**src/rtl/flagPkg.sv**
```systemverilog
package flagPkg;

  typedef enum logic [1:0] {
    OP_ADD   = 2'b00,
    OP_SUB   = 2'b01,
    OP_LOGIC = 2'b10,
    OP_HOLD  = 2'b11
  } opClass_e;

  localparam int FLAG_W = 16;
  localparam int CTL_N  = 3;

  // positions inside the flag word
  localparam int CF_POS  = 0;
  localparam int PF_POS  = 2;
  localparam int AF_POS  = 4;
  localparam int ZF_POS  = 6;
  localparam int SF_POS  = 7;
  localparam int CTL_POS = 8;   // trap, interrupt enable, direction upward
  localparam int OF_POS  = 11;

  // strobes from control to datapath
  typedef struct packed {
    logic             loadCond;
    logic             subOp;
    logic             logicOp;
    logic [CTL_N-1:0] setCtl;
    logic [CTL_N-1:0] clrCtl;
  } flagStrb_t;

  typedef struct packed {
    logic cf;
    logic pf;
    logic af;
    logic zf;
    logic sf;
    logic of;
  } condFlags_t;

endpackage

```
**src/rtl/flagCtrl.sv**
```systemverilog
module flagCtrl
  import flagPkg::*;
(
  input  logic [1:0] opClass,
  input  logic       ctlValid,
  input  logic [1:0] ctlSel,
  input  logic       ctlSet,
  output flagStrb_t  strb
);

  opClass_e opCls;

  always_comb begin
    opCls         = opClass_e'(opClass);
    strb          = '0;
    strb.loadCond = (opCls != OP_HOLD);
    strb.subOp    = (opCls == OP_SUB);
    strb.logicOp  = (opCls == OP_LOGIC);
    for (int i = 0; i < CTL_N; i++) begin
      strb.setCtl[i] = ctlValid &&  ctlSet && (ctlSel == 2'(i));
      strb.clrCtl[i] = ctlValid && !ctlSet && (ctlSel == 2'(i));
    end
  end

endmodule

```
**src/rtl/flagCalc.sv**
```systemverilog
module flagCalc
  import flagPkg::*;
#(
  parameter int DATA_W = 16,
  parameter int PAR_W  = 8,
  parameter int NIB_W  = 4
) (
  input  logic [DATA_W-1:0] opA,
  input  logic [DATA_W-1:0] opB,
  input  logic [DATA_W-1:0] result,
  input  logic              wordSel,
  input  flagStrb_t         strb,
  output condFlags_t        condNext
);

  localparam int LOW_W = DATA_W / 2;

  logic [DATA_W-1:0] carryVec;
  logic [DATA_W-1:0] ovVec;
  logic              topCarry;
  logic              topOv;
  logic              unusedVec;

  // carry/borrow out of each bit, recovered from operands and result
  always_comb begin
    if (strb.subOp) begin
      carryVec = (~opA & opB) | ((~opA | opB) & result);
      ovVec    = (opA ^ opB) & (opA ^ result);
    end else begin
      carryVec = (opA & opB) | ((opA | opB) & ~result);
      ovVec    = ~(opA ^ opB) & (opA ^ result);
    end
  end

  assign unusedVec = ^{carryVec, ovVec};

  always_comb begin
    topCarry    = wordSel ? carryVec[DATA_W-1] : carryVec[LOW_W-1];
    topOv       = wordSel ? ovVec[DATA_W-1]    : ovVec[LOW_W-1];
    condNext.cf = strb.logicOp ? 1'b0 : topCarry;
    condNext.of = strb.logicOp ? 1'b0 : topOv;
    condNext.af = strb.logicOp ? 1'b0 : carryVec[NIB_W-1];
    condNext.pf = ~^result[PAR_W-1:0];
    condNext.zf = wordSel ? (result == '0) : (result[LOW_W-1:0] == '0);
    condNext.sf = wordSel ? result[DATA_W-1] : result[LOW_W-1];
  end

endmodule

```
**src/rtl/flagRegs.sv**
```systemverilog
module flagRegs
  import flagPkg::*;
(
  input  logic              clk,
  input  logic              rstN,
  input  flagStrb_t         strb,
  input  condFlags_t        condNext,
  output logic [FLAG_W-1:0] flags
);

  condFlags_t       condQ;
  logic [CTL_N-1:0] ctlQ;

  always_ff @(posedge clk or negedge rstN) begin
    if (!rstN)              condQ <= '0;
    else if (strb.loadCond) condQ <= condNext;
  end

  for (genvar g = 0; g < CTL_N; g++) begin : g_ctl
    always_ff @(posedge clk or negedge rstN) begin
      if (!rstN)                ctlQ[g] <= 1'b0;
      else if (strb.setCtl[g])  ctlQ[g] <= 1'b1;
      else if (strb.clrCtl[g])  ctlQ[g] <= 1'b0;
    end
  end

  always_comb begin
    flags                   = '0;
    flags[CF_POS]           = condQ.cf;
    flags[PF_POS]           = condQ.pf;
    flags[AF_POS]           = condQ.af;
    flags[ZF_POS]           = condQ.zf;
    flags[SF_POS]           = condQ.sf;
    flags[OF_POS]           = condQ.of;
    flags[CTL_POS +: CTL_N] = ctlQ;
  end

endmodule

```
**src/rtl/flagUnit.sv**
```systemverilog
module flagUnit
  import flagPkg::*;
#(
  parameter int DATA_W = 16,
  parameter int PAR_W  = 8,
  parameter int NIB_W  = 4
) (
  input  logic              clk,
  input  logic              rstN,
  input  logic [1:0]        opClass,
  input  logic              wordSel,
  input  logic [DATA_W-1:0] opA,
  input  logic [DATA_W-1:0] opB,
  input  logic [DATA_W-1:0] result,
  input  logic              ctlValid,
  input  logic [1:0]        ctlSel,
  input  logic              ctlSet,
  output logic [15:0]       flags
);

  flagStrb_t  strb;
  condFlags_t condNext;

  flagCtrl u_ctrl (
    .opClass  (opClass),
    .ctlValid (ctlValid),
    .ctlSel   (ctlSel),
    .ctlSet   (ctlSet),
    .strb     (strb)
  );

  flagCalc #(
    .DATA_W (DATA_W),
    .PAR_W  (PAR_W),
    .NIB_W  (NIB_W)
  ) u_calc (
    .opA      (opA),
    .opB      (opB),
    .result   (result),
    .wordSel  (wordSel),
    .strb     (strb),
    .condNext (condNext)
  );

  flagRegs u_regs (
    .clk      (clk),
    .rstN     (rstN),
    .strb     (strb),
    .condNext (condNext),
    .flags    (flags)
  );

endmodule

```
**config.mk**
```make
export PLATFORM = sky130hd
export DESIGN_NAME = flagUnit
export DESIGN_NICKNAME = d
export VERILOG_FILES = /design/src/rtl/flagPkg.sv /design/src/rtl/flagCtrl.sv /design/src/rtl/flagCalc.sv /design/src/rtl/flagRegs.sv /design/src/rtl/flagUnit.sv
export SDC_FILE = /design/constraint.sdc
export NUM_CORES = 1
export LEC_CHECK = 0
export BUFFER_PORTS_ARGS = -buffer_cell sky130_fd_sc_hd__buf_2
export CAP_MARGIN = 5
export CORE_ASPECT_RATIO = 1.1
export CORE_MARGIN = 4
export CORE_UTILIZATION = 37
export CTS_CLUSTER_SIZE = 12
export DETAILED_ROUTE_END_ITERATION = 7
export PLACE_DENSITY_LB_ADDON = 0.08
export SLEW_MARGIN = 40
export SYNTH_ARGS = -nofsm -noshare
export SYNTH_HDL_FRONTEND = slang
export SYNTH_SLANG_ARGS = --single-unit
```
**constraint.sdc**
```tcl
create_clock -name clk -period 1 [get_ports clk]
set_input_delay 0.25 -clock clk [delete_from_list [all_inputs] [get_ports clk]]
set_output_delay 0.25 -clock clk [all_outputs]
set_load 0.01 [all_outputs]
```
==> results.py, run 1 <==
metrics = {
    "pwr": {
        "cellPowerDensity_mw_per_mm2": 908,
        "ir_worst_vdd_v": 0.000660,
        "p_total_mw": 1.27,
        "leakage_nw": 0.710,
    },
    "place": {
        "dp.cells": 170,
        "portBuffers": 39,
        "finalWeightedCongestion": 0.737,
        "place.detailed.hpwl_um": 1560,
    },
    "finish": {
        "largest_reg_flops": 9,
        "layout.nets": 225,
        "final_common_cell": "buf_2",
        "area_growth_pct": 67.2,
        "final_core_util_pct": 67.3,
        "drive_gt1_share_pct": 55.5,
        "diodes": 0,
        "final_cell_count_no_fill": 183,
        "mostFrequentLayoutCells": "buf_2 (36), buf_4 (20), dfrtp_1 (9)",
    },
    "cts": {
        "cts_tree": "built",
        "cts_max_level": 1,
        "cts.clk_slew.worst_paths_ns": 0.06,
        "clkLatencyLatePin_ns": 0.25,
        "cts_root_buffer": "clkbuf_4",
        "numCtsBuffers": 3,
        "cts.path.max_buffers": 2,
        "cts.sinks": 9,
    },
    "sta": {
        "fin_crit_ns": 1.08,
        "clock_skew_ns": 0,
        "hold_slack_ns": 0.267,
        "setup_slack_ns": -0.0803,
        "finalHoldViolations": 0,
        "drv_slew": 0,
        "setup-violations-final": 9,
        "fin_crit_sh_pct": 108,
        "rsz0062_at_grt": "yes",
        "max_freq_ghz": 0.926,
    },
    "grt": {
        "grt_util_all_layers_pct": 13.3,
        "antenna_found_initial": 0,
        "grt_overflow": 0,
        "grt_max_degree": 10,
        "grt_pass1_vias": 767,
        "grt_pass1_wl_um": 3080,
    },
    "status": {
        "violations": "negative setup slack",
        "status": "finished, violations left",
    },
    "critical_path": {
        "worst-setup-path-type": "in -> reg",
        "cp_max_fo": 2,
        "critPathLaunchType": "primary input",
        "crit_arrival_ns": 1.27,
        "endpoint_kind": "flip-flop",
        "crit_required_ns": 1.19,
        "reg2regPathDepth": 3,
    },
    "die": {
        "core_mm2": 0.00208,
        "start_util_pct": 40.3,
        "dieArea_mm2": 0.00310,
        "core.rowCount": 17,
        "die_x_um": 53.4,
        "io-pin-count": 73,
        "die_h_um": 58.0,
    },
    "synthesis": {
        "async_reset_ff_share_pct": 100,
        "synth-seq-cells": 9,
        "syn_area_um2": 840,
        "synth-edff-count": 0,
        "synth_cell_types": 35,
        "yosysSeqAreaShare_pct": 26.8,
        "synthCells": 92,
        "ys_warn_count": 0,
        "ys.flop_type": "dfrtp_1",
        "synth_area_per_cell_um2": 9.13,
    },
    "drt": {
        "ant_nets": 0,
        "wirelength_um": 1990,
        "drt_iter0_drc": 7,
        "drc_errors": 0,
        "vias": 813,
        "vias_per_cell": 4.44,
        "detailedRoute.firstPassIterationCount": 4,
        "avgRoutedWirePerCell_um": 10.9,
    },
    "min_path": {
        "hold_path_class": "in -> reg",
        "hold_path_depth": 2,
    },
    "run": {
        "drv_cap": 0,
    },
}
-- per-layer routing --
metal | global-route usage, % | up-vias | routed length [µm]
met5 | 0 | - | 0
met4 | 6.57 | 0 | 20
met3 | 1.54 | 2 | 194
met2 | 23.1 | 35 | 941
met1 | 15.8 | 352 | 836
li1 | - | 424 | -
-- cell usage after synthesis, types with 2 or more instances --
library cell  instances  area share (%)
a211o_1               2             2.1
buf_4                 7             6.3
dfrtp_1               9              27
ha_1                 12              18
inv_1                12             5.4
mux2_2                3             4.0
nand2_1               6             2.7
nand2b_1              2             1.5
nand3b_1              2             1.8
nor2_1                3             1.3
nor2b_1               3             2.2
nor4_1                2             1.5
o21ai_0               2             1.2
or2b_1                2             1.8
xnor2_1               4             4.2
xor2_1                2             2.1
-- final cells by class --
class	count	area (µm²)
repair buffers	62	413
multi-input cells	68	639
well taps	28	35.0
clock buffers	4	26.3
flip-flops and latches	9	225
fillers	193	681
inverters	12	65.1
-- path summary, 6_finish.rpt --
| check | slack [ns] | end | startpoint |
|---|---|---|---|
| setup / recovery | -0.08 | u_regs.flags[11] | opA[7] |
| hold / removal | 0.27 | u_regs.flags[8] | ctlSet |
| setup reg to reg | 0.07 | u_regs.flags[4] | u_regs.flags[4] |
| hold reg to reg | 0.50 | u_regs.flags[10] | u_regs.flags[10] |
| max in group asynchronous | 0.44 | u_regs.flags[6] | rstN |
| min in group asynchronous | 0.39 | u_regs.flags[4] | rstN |
-- metrics by stage --
| stage | setup slack, ns | setup TNS [ns] | instance area, µm² |
|---|---|---|---|
| 2_1_floorplan | -0.220 | -0.220 | 965 |
| 3_3_place_gp | -0.461 | -1.17 | 1230 |
| 5_1_grt | -0.0871 | -0.492 | 1400 |
| 3_5_place_dp | -0.488 | -1.28 | 1230 |
| 4_1_cts | -0.0851 | -0.232 | 1340 |
| 6_report | -0.0803 | -0.174 | 1400 |
-- power breakdown --
part,internal (mW),switching (mW)
clock network,0.153,0.112
registers,0.419,0.0249
logic,0.318,0.248
total,0.890,0.385
-- critical path: stages --
cell and delay (ns):
buf_8 0.10, inv_6 0.05, ha_4 0.19, or2_4 0.25, a2111oi_4 0.29, a211o_1 0.13
-- cells by family (layout without fill, tap and decap cells) --
| group | count (synthesis) | in the layout | share of synthesized area (%) |
|---|---|---|---|
| compound gates | 13 | 13 | 12.5 |
| buf+inv | 21 | 78 | 13.6 |
| other cells | 1 | 7 | 0.447 |
| xor+xnor | 6 | 6 | 6.26 |
| mux | 4 | 4 | 5.22 |
| fa+ha+maj | 12 | 12 | 17.9 |
| flops | 9 | 9 | 26.8 |
| simple gates | 26 | 26 | 17.3 |
-- repair_timing --
action                                 in CTS  in global routing
endpoints found under the hold margin       9                  0
hold buffers                                1                  0
pin swaps                                   7                  4
gates resized for setup                    10                  7
buffers inserted                            4                  4
setup endpoints to repair                  11                 11
(Power assumes the default switching activity.)
==> run 2: changes to the inputs <==
--- a/config.mk
+++ b/config.mk
@@ -5,13 +5,15 @@
 export SDC_FILE = /design/constraint.sdc
 export NUM_CORES = 1
 export LEC_CHECK = 0
+export ABC_AREA = 1
 export BUFFER_PORTS_ARGS = -buffer_cell sky130_fd_sc_hd__buf_2
 export CAP_MARGIN = 5
 export CORE_ASPECT_RATIO = 1.1
 export CORE_MARGIN = 4
-export CORE_UTILIZATION = 37
+export CORE_UTILIZATION = 38
 export CTS_CLUSTER_SIZE = 12
 export DETAILED_ROUTE_END_ITERATION = 7
+export HOLD_SLACK_MARGIN = 0.1
 export PLACE_DENSITY_LB_ADDON = 0.08
 export SLEW_MARGIN = 40
 export SYNTH_ARGS = -nofsm -noshare
==> constraint.sdc (replaced) <==
create_clock -name clk -period 1 [get_ports clk]
set_input_delay 0.2 -clock clk [delete_from_list [all_inputs] [get_ports clk]]
set_output_delay 0.2 -clock clk [all_outputs]
set_load 0.01 [all_outputs]
==> run 2 against run 1 <==
Compared with the run above: the run now ends clean; utilization is 14 points lower; die area grew 3.1%; count of clock-buffer cells in the layout did not move; critical path depth fell by 5; worst hold slack worse by 0.065 ns; final area decreased by 15%; critical path type is now reg -> out; highest routed layer unchanged.
==> results.py, run 2 <==
metrics = {
    "status": {
        "status": "completed",
    },
    "synthesis": {
        "synth_most_common_cell": "nand2_1",
        "ys.flop_type": "dfrtp_1",
        "yosysSeqAreaShare_pct": 25.2,
        "async_reset_ff_share_pct": 100,
        "synthCells": 139,
        "ys_warn_count": 0,
        "synth_area_per_cell_um2": 6.43,
        "synth_cell_types": 17,
        "synth-seq-cells": 9,
        "synth_top_cells_by_count": "nand2_1 (48), inv_1 (27), nor2_1 (16), ha_1 (12), dfrtp_1 (9)",
        "syn_area_um2": 893,
        "synthTopCellsByArea": "dfrtp_1 (25%), nand2_1 (20%), ha_1 (17%)",
        "synth-edff-count": 0,
        "yosys.area.top_type": "dfrtp_1",
        "synth_top_area_share_pct": 25.2,
    },
    "critical_path": {
        "max_stage_delay_ns": 0.37,
        "critPathSlowestCell": "dfrtp_1",
        "path_delay_family": "flip-flops",
        "worst-setup-path-type": "reg -> out",
        "cp_num_buf_inv": 1,
        "cp_max_fo": 2,
        "crit_required_ns": 0.80,
        "endpoint_kind": "output port",
        "crit_chain": "buf_2",
        "critPathLaunchType": "flip-flop",
        "crit_arrival_ns": 0.78,
    },
    "finish": {
        "layout.nets": 260,
        "nFillCells": 251,
        "final_core_util_pct": 52.9,
        "multiInputGateArea_um2": 533,
        "final_common_cell": "nand2_1",
        "regArea_um2": 225,
        "diodes": 0,
        "drive_gt1_share_pct": 26.8,
        "mostFrequentLayoutCells": "nand2_1 (48), buf_2 (39), inv_1 (27)",
        "largest_reg_flops": 9,
        "area_growth_pct": 33.5,
        "final_area_mm2": 0.00119,
    },
    "pwr": {
        "leakage_nw": 0.793,
        "p_seq_share_pct": 37.8,
        "p_sw_mw": 0.374,
        "power_frac_comb_pct": 38.2,
        "intPower_mw": 0.771,
        "ir_worst_vdd_v": 0.000564,
        "clockPowerShare_pct": 24.1,
        "cellPowerDensity_mw_per_mm2": 961,
        "netSwitchingFraction_pct": 32.7,
    },
    "cts": {
        "cts.clk_slew.worst_paths_ns": 0.06,
        "clkLatencyLatePin_ns": 0.25,
        "numCtsBuffers": 3,
        "cts.sinks": 9,
        "cts_max_level": 1,
        "cts.path.max_buffers": 2,
        "cts_root_buffer": "clkbuf_4",
        "cts_tree": "built",
    },
    "sta": {
        "setup-violations-final": 0,
        "setup_slack_ns": 0.0250,
        "clock_skew_ns": 0,
        "fin_tns_setup_ns": 0,
        "finalHoldViolations": 0,
        "max_freq_ghz": 1.03,
        "hold_slack_ns": 0.202,
        "fin_crit_sh_pct": 97.5,
        "fin_crit_ns": 0.975,
        "rsz0062_at_grt": "yes",
        "drv_slew": 0,
    },
    "grt": {
        "grt_pass1_vias": 841,
        "antenna_found_initial": 0,
        "grt_util_all_layers_pct": 13.2,
        "grt_pass1_wl_um": 3180,
        "grt_overflow": 0,
        "grt_max_degree": 10,
    },
    "die": {
        "core_mm2": 0.00225,
        "io-pin-count": 73,
        "dieArea_mm2": 0.00319,
        "die_h_um": 58.9,
        "core.rowCount": 18,
        "start_util_pct": 39.7,
        "die_x_um": 54.2,
    },
    "min_path": {
        "hold_path_class": "in -> reg",
    },
    "place": {
        "portBuffers": 39,
        "place.detailed.hpwl_um": 1710,
        "dpl_cell_area_mm2": 0.00114,
        "finalWeightedCongestion": 0.748,
        "place_ws_ns": -0.142,
    },
    "drt": {
        "vias_per_cell": 4.25,
        "drt_iter0_drc": 12,
        "ant_nets": 0,
        "drc_errors": 0,
        "avgRoutedWirePerCell_um": 8.65,
        "vias": 936,
        "detailedRoute.firstPassIterationCount": 4,
        "wirelength_um": 1900,
    },
    "run": {
        "drv_cap": 0,
    },
}
-- run 2: changes by cell type in the layout (fill, tap and decap cells not counted), sizes merged, moves of 3 or more --
cell,delta
nand2,+42
inv,+16
buf,-14
nor2,+13
nand3,+7
mux2,-3
nor2b,-3
-- run 2: path summary, 6_finish.rpt --
kind	from	endpoint	slack [ns]	cells after the start
setup / recovery	u_regs.flags[11]	flags[11]	0.02	1
hold / removal	ctlSel[1]	u_regs.flags[9]	0.20	3
setup reg to reg	u_regs.flags[7]	u_regs.flags[7]	0.24	3
hold reg to reg	u_regs.flags[6]	u_regs.flags[6]	0.48	2
max in group asynchronous	rstN	u_regs.flags[9]	0.51	2
min in group asynchronous	rstN	u_regs.flags[7]	0.32	2
-- run 2: power groups by stage --
stage / logic (mW) / clock network (mW) / registers, mW
2_1_floorplan: 0.224 / 0 / 0.465
3_3_place_gp: 0.403 / 0 / 0.440
3_5_place_dp: 0.416 / 0 / 0.442
4_1_cts: 0.421 / 0.283 / 0.435
5_1_grt: 0.507 / 0.305 / 0.438
6_report: 0.437 / 0.276 / 0.433
-- run 2: layout make-up --
class,instances,area share (%)
timing repair buffer,48,22.2
multi-input combinational,101,44.7
sequential,9,18.9
inverter,28,8.81
clock buffer,4,2.20
tap,30,3.15
-- run 2: metrics by stage --
stage | total power [mW] | instances
floorplan | 0.689 | 145
global placement | 0.842 | 213
detailed placement | 0.858 | 213
CTS | 1.14 | 218
global route | 1.25 | 220
finish | 1.15 | 220
-- run 2: per-layer routing --
layer  vias up  share of wire (%)  GRT usage (%)
li1        507                  -              -
met1       400                 40           15.8
met2        25                 53           23.1
met3         4                5.6          0.759
met4         0                1.7           6.41
met5         -                  0              0
-- run 2: cells by family (layout without fill, tap and decap cells) --
logic type / Yosys count / in the layout / synth area share [%]
simple gates: 74 / 74 / 33.1
buf+inv: 35 / 80 / 17.6
fa+ha+maj: 12 / 12 / 16.8
flops: 9 / 9 / 25.2
compound gates: 5 / 5 / 3.92
xor+xnor: 3 / 3 / 2.94
other cells: 1 / 7 / 0.420
-- run 2: what timing repair did --
action / CTS / global route
endpoints found under the hold margin: 9 / 0
buffers inserted: 0 / 2
setup endpoints to repair: 0 / 6
hold buffers: 1 / 0
gates resized for setup: 0 / 0
==> run 3: changes to the inputs <==
--- a/config.mk
+++ b/config.mk
@@ -15,6 +15,7 @@
 export DETAILED_ROUTE_END_ITERATION = 7
 export HOLD_SLACK_MARGIN = 0.1
 export PLACE_DENSITY_LB_ADDON = 0.08
+export REMOVE_ABC_BUFFERS = 1
 export SLEW_MARGIN = 40
 export SYNTH_ARGS = -nofsm -noshare
 export SYNTH_HDL_FRONTEND = slang
==> run 3 against run 2 <==
Compared with the run above: sequential power barely moved; cell count fell by 0.45%; largest cell class unchanged; final area fell by 0.10%; utilization fell by 0.055 points; global-route usage fell by 0.99 points; combinational power fell by 2%; worst hold slack improved by 0.0019 ns.
==> results.py, run 3 (same netlist as run 2, synthesis figures left out) <==
metrics = {
    "status": {
        "status": "completed",
    },
    "sta": {
        "fin_crit_sh_pct": 98.0,
        "rsz0062_at_grt": "no",
        "max_freq_ghz": 1.02,
        "finalHoldViolations": 0,
        "drv_slew": 0,
        "clock_skew_ns": 0,
        "fin_crit_ns": 0.980,
        "fin_tns_setup_ns": 0,
        "setup-violations-final": 0,
    },
    "die": {
        "core_mm2": 0.00225,
        "io-pin-count": 73,
        "dieArea_mm2": 0.00319,
        "die_x_um": 54.2,
        "core.rowCount": 18,
        "die_h_um": 58.9,
        "start_util_pct": 39.7,
    },
    "finish": {
        "largest_reg_flops": 9,
        "diodes": 0,
        "layout.nets": 259,
        "drive_gt1_share_pct": 26.5,
        "mostFrequentLayoutCells": "nand2_1 (48), buf_2 (38), inv_1 (27)",
        "area_growth_pct": 33.3,
        "final_common_cell": "nand2_1",
        "final_cell_count_no_fill": 219,
    },
    "pwr": {
        "cellPowerDensity_mw_per_mm2": 956,
        "leakage_nw": 0.788,
        "ir_worst_vdd_v": 0.000618,
    },
    "cts": {
        "cts_root_buffer": "clkbuf_4",
        "numCtsBuffers": 3,
        "cts.clk_slew.worst_paths_ns": 0.06,
        "cts.sinks": 9,
        "cts_tree": "built",
        "cts.path.max_buffers": 2,
        "cts_max_level": 1,
        "clkLatencyLatePin_ns": 0.26,
    },
    "critical_path": {
        "crit_chain": "buf_2",
        "endpoint_kind": "output port",
        "cp_max_fo": 2,
        "critPathSlowestCell": "dfrtp_1",
        "cp_num_buf_inv": 1,
        "reg2regPathDepth": 3,
        "max_stage_delay_ns": 0.38,
        "worst-setup-path-type": "reg -> out",
        "path_delay_family": "flip-flops",
        "critPathLaunchType": "flip-flop",
        "crit_arrival_ns": 0.78,
        "worst-path-stages": 1,
        "crit_required_ns": 0.80,
    },
    "grt": {
        "antenna_found_initial": 0,
        "grt_overflow": 0,
        "grt_max_degree": 10,
        "grt_pass1_vias": 852,
        "grt_pass1_wl_um": 3010,
        "grt_util_all_layers_pct": 12.2,
    },
    "drt": {
        "vias": 923,
        "ant_nets": 0,
        "drc_errors": 0,
        "detailedRoute.firstPassIterationCount": 4,
        "avgRoutedWirePerCell_um": 8.42,
        "vias_per_cell": 4.21,
        "wirelength_um": 1850,
        "drt_iter0_drc": 7,
    },
    "place": {
        "place.detailed.hpwl_um": 1630,
        "portBuffers": 39,
        "dp.cells": 213,
        "finalWeightedCongestion": 0.743,
    },
    "min_path": {
        "hold_path_class": "in -> reg",
        "hold_path_depth": 3,
    },
    "run": {
        "drv_cap": 0,
    },
}
==> run 3: routing by layer <==
metal | routed length [µm] | part of all wire [%] | GRT usage [%] | up-vias
met4 | 19 | 1.0 | 5.34 | 0
met2 | 936 | 51 | 22.1 | 26
met1 | 775 | 42 | 14.6 | 393
met5 | 0 | 0 | 0 | -
li1 | - | - | - | 501
met3 | 113 | 6.1 | 0 | 3
==> run 3: final timing paths <==
path | start | to | slack, ns
min in group asynchronous | rstN | u_regs.flags[4] | 0.32
max in group asynchronous | rstN | u_regs.flags[10] | 0.50
hold reg to reg | u_regs.flags[4] | u_regs.flags[4] | 0.47
hold / removal | ctlSel[1] | u_regs.flags[9] | 0.20
setup / recovery | u_regs.flags[0] | flags[0] | 0.02
setup reg to reg | u_regs.flags[2] | u_regs.flags[2] | 0.30
==> run 3: worst register-to-register path: stages (launching register included) <==
cell and delay [ns]:
dfrtp_1 0.37, buf_4 0.13, nand2_1 0.05, nand2_1 0.05
==> run 3: final cells by class <==
cell class	count	area, µm²
well taps	30	37.5
fillers	241	1060
repair buffers	47	264
clock buffers	4	26.3
multi-input cells	101	533
flip-flops and latches	9	225
inverters	28	105
==> run 3: report_power, final <==
| group | leakage (nW) | switching, mW | internal, mW | total [mW] |
|---|---|---|---|---|
| logic | 0.660 | 0.226 | 0.201 | 0.427 |
| registers | 0.113 | 0.0219 | 0.411 | 0.433 |
| clock network | 0.0150 | 0.125 | 0.154 | 0.279 |
| total | 0.788 | 0.373 | 0.766 | 1.14 |
==> run 3: timing repair <==
action | 4_1_cts | 5_1_grt
hold buffers | 1 | 0
resized for setup | 0 | 1
buffers inserted | 0 | 1
endpoints found under the hold margin | 9 | 0
setup endpoints to repair | 0 | 2
==> run 3: through the flow <==
step                      utilization (%)  total power, mW  hold WS [ns]  setup slack [ns]  area [µm²]
after global placement               50.7            0.844        0.0574            -0.144        1140
after CTS                            52.3             1.14         0.202            0.0181        1180
final                                52.9             1.14         0.204            0.0199        1190
after global routing                 52.9             1.23         0.224          0.000105        1190
after floorplan                         -            0.669       -0.0956            0.0149         863
after detailed placement             50.7            0.855        0.0598            -0.149        1140
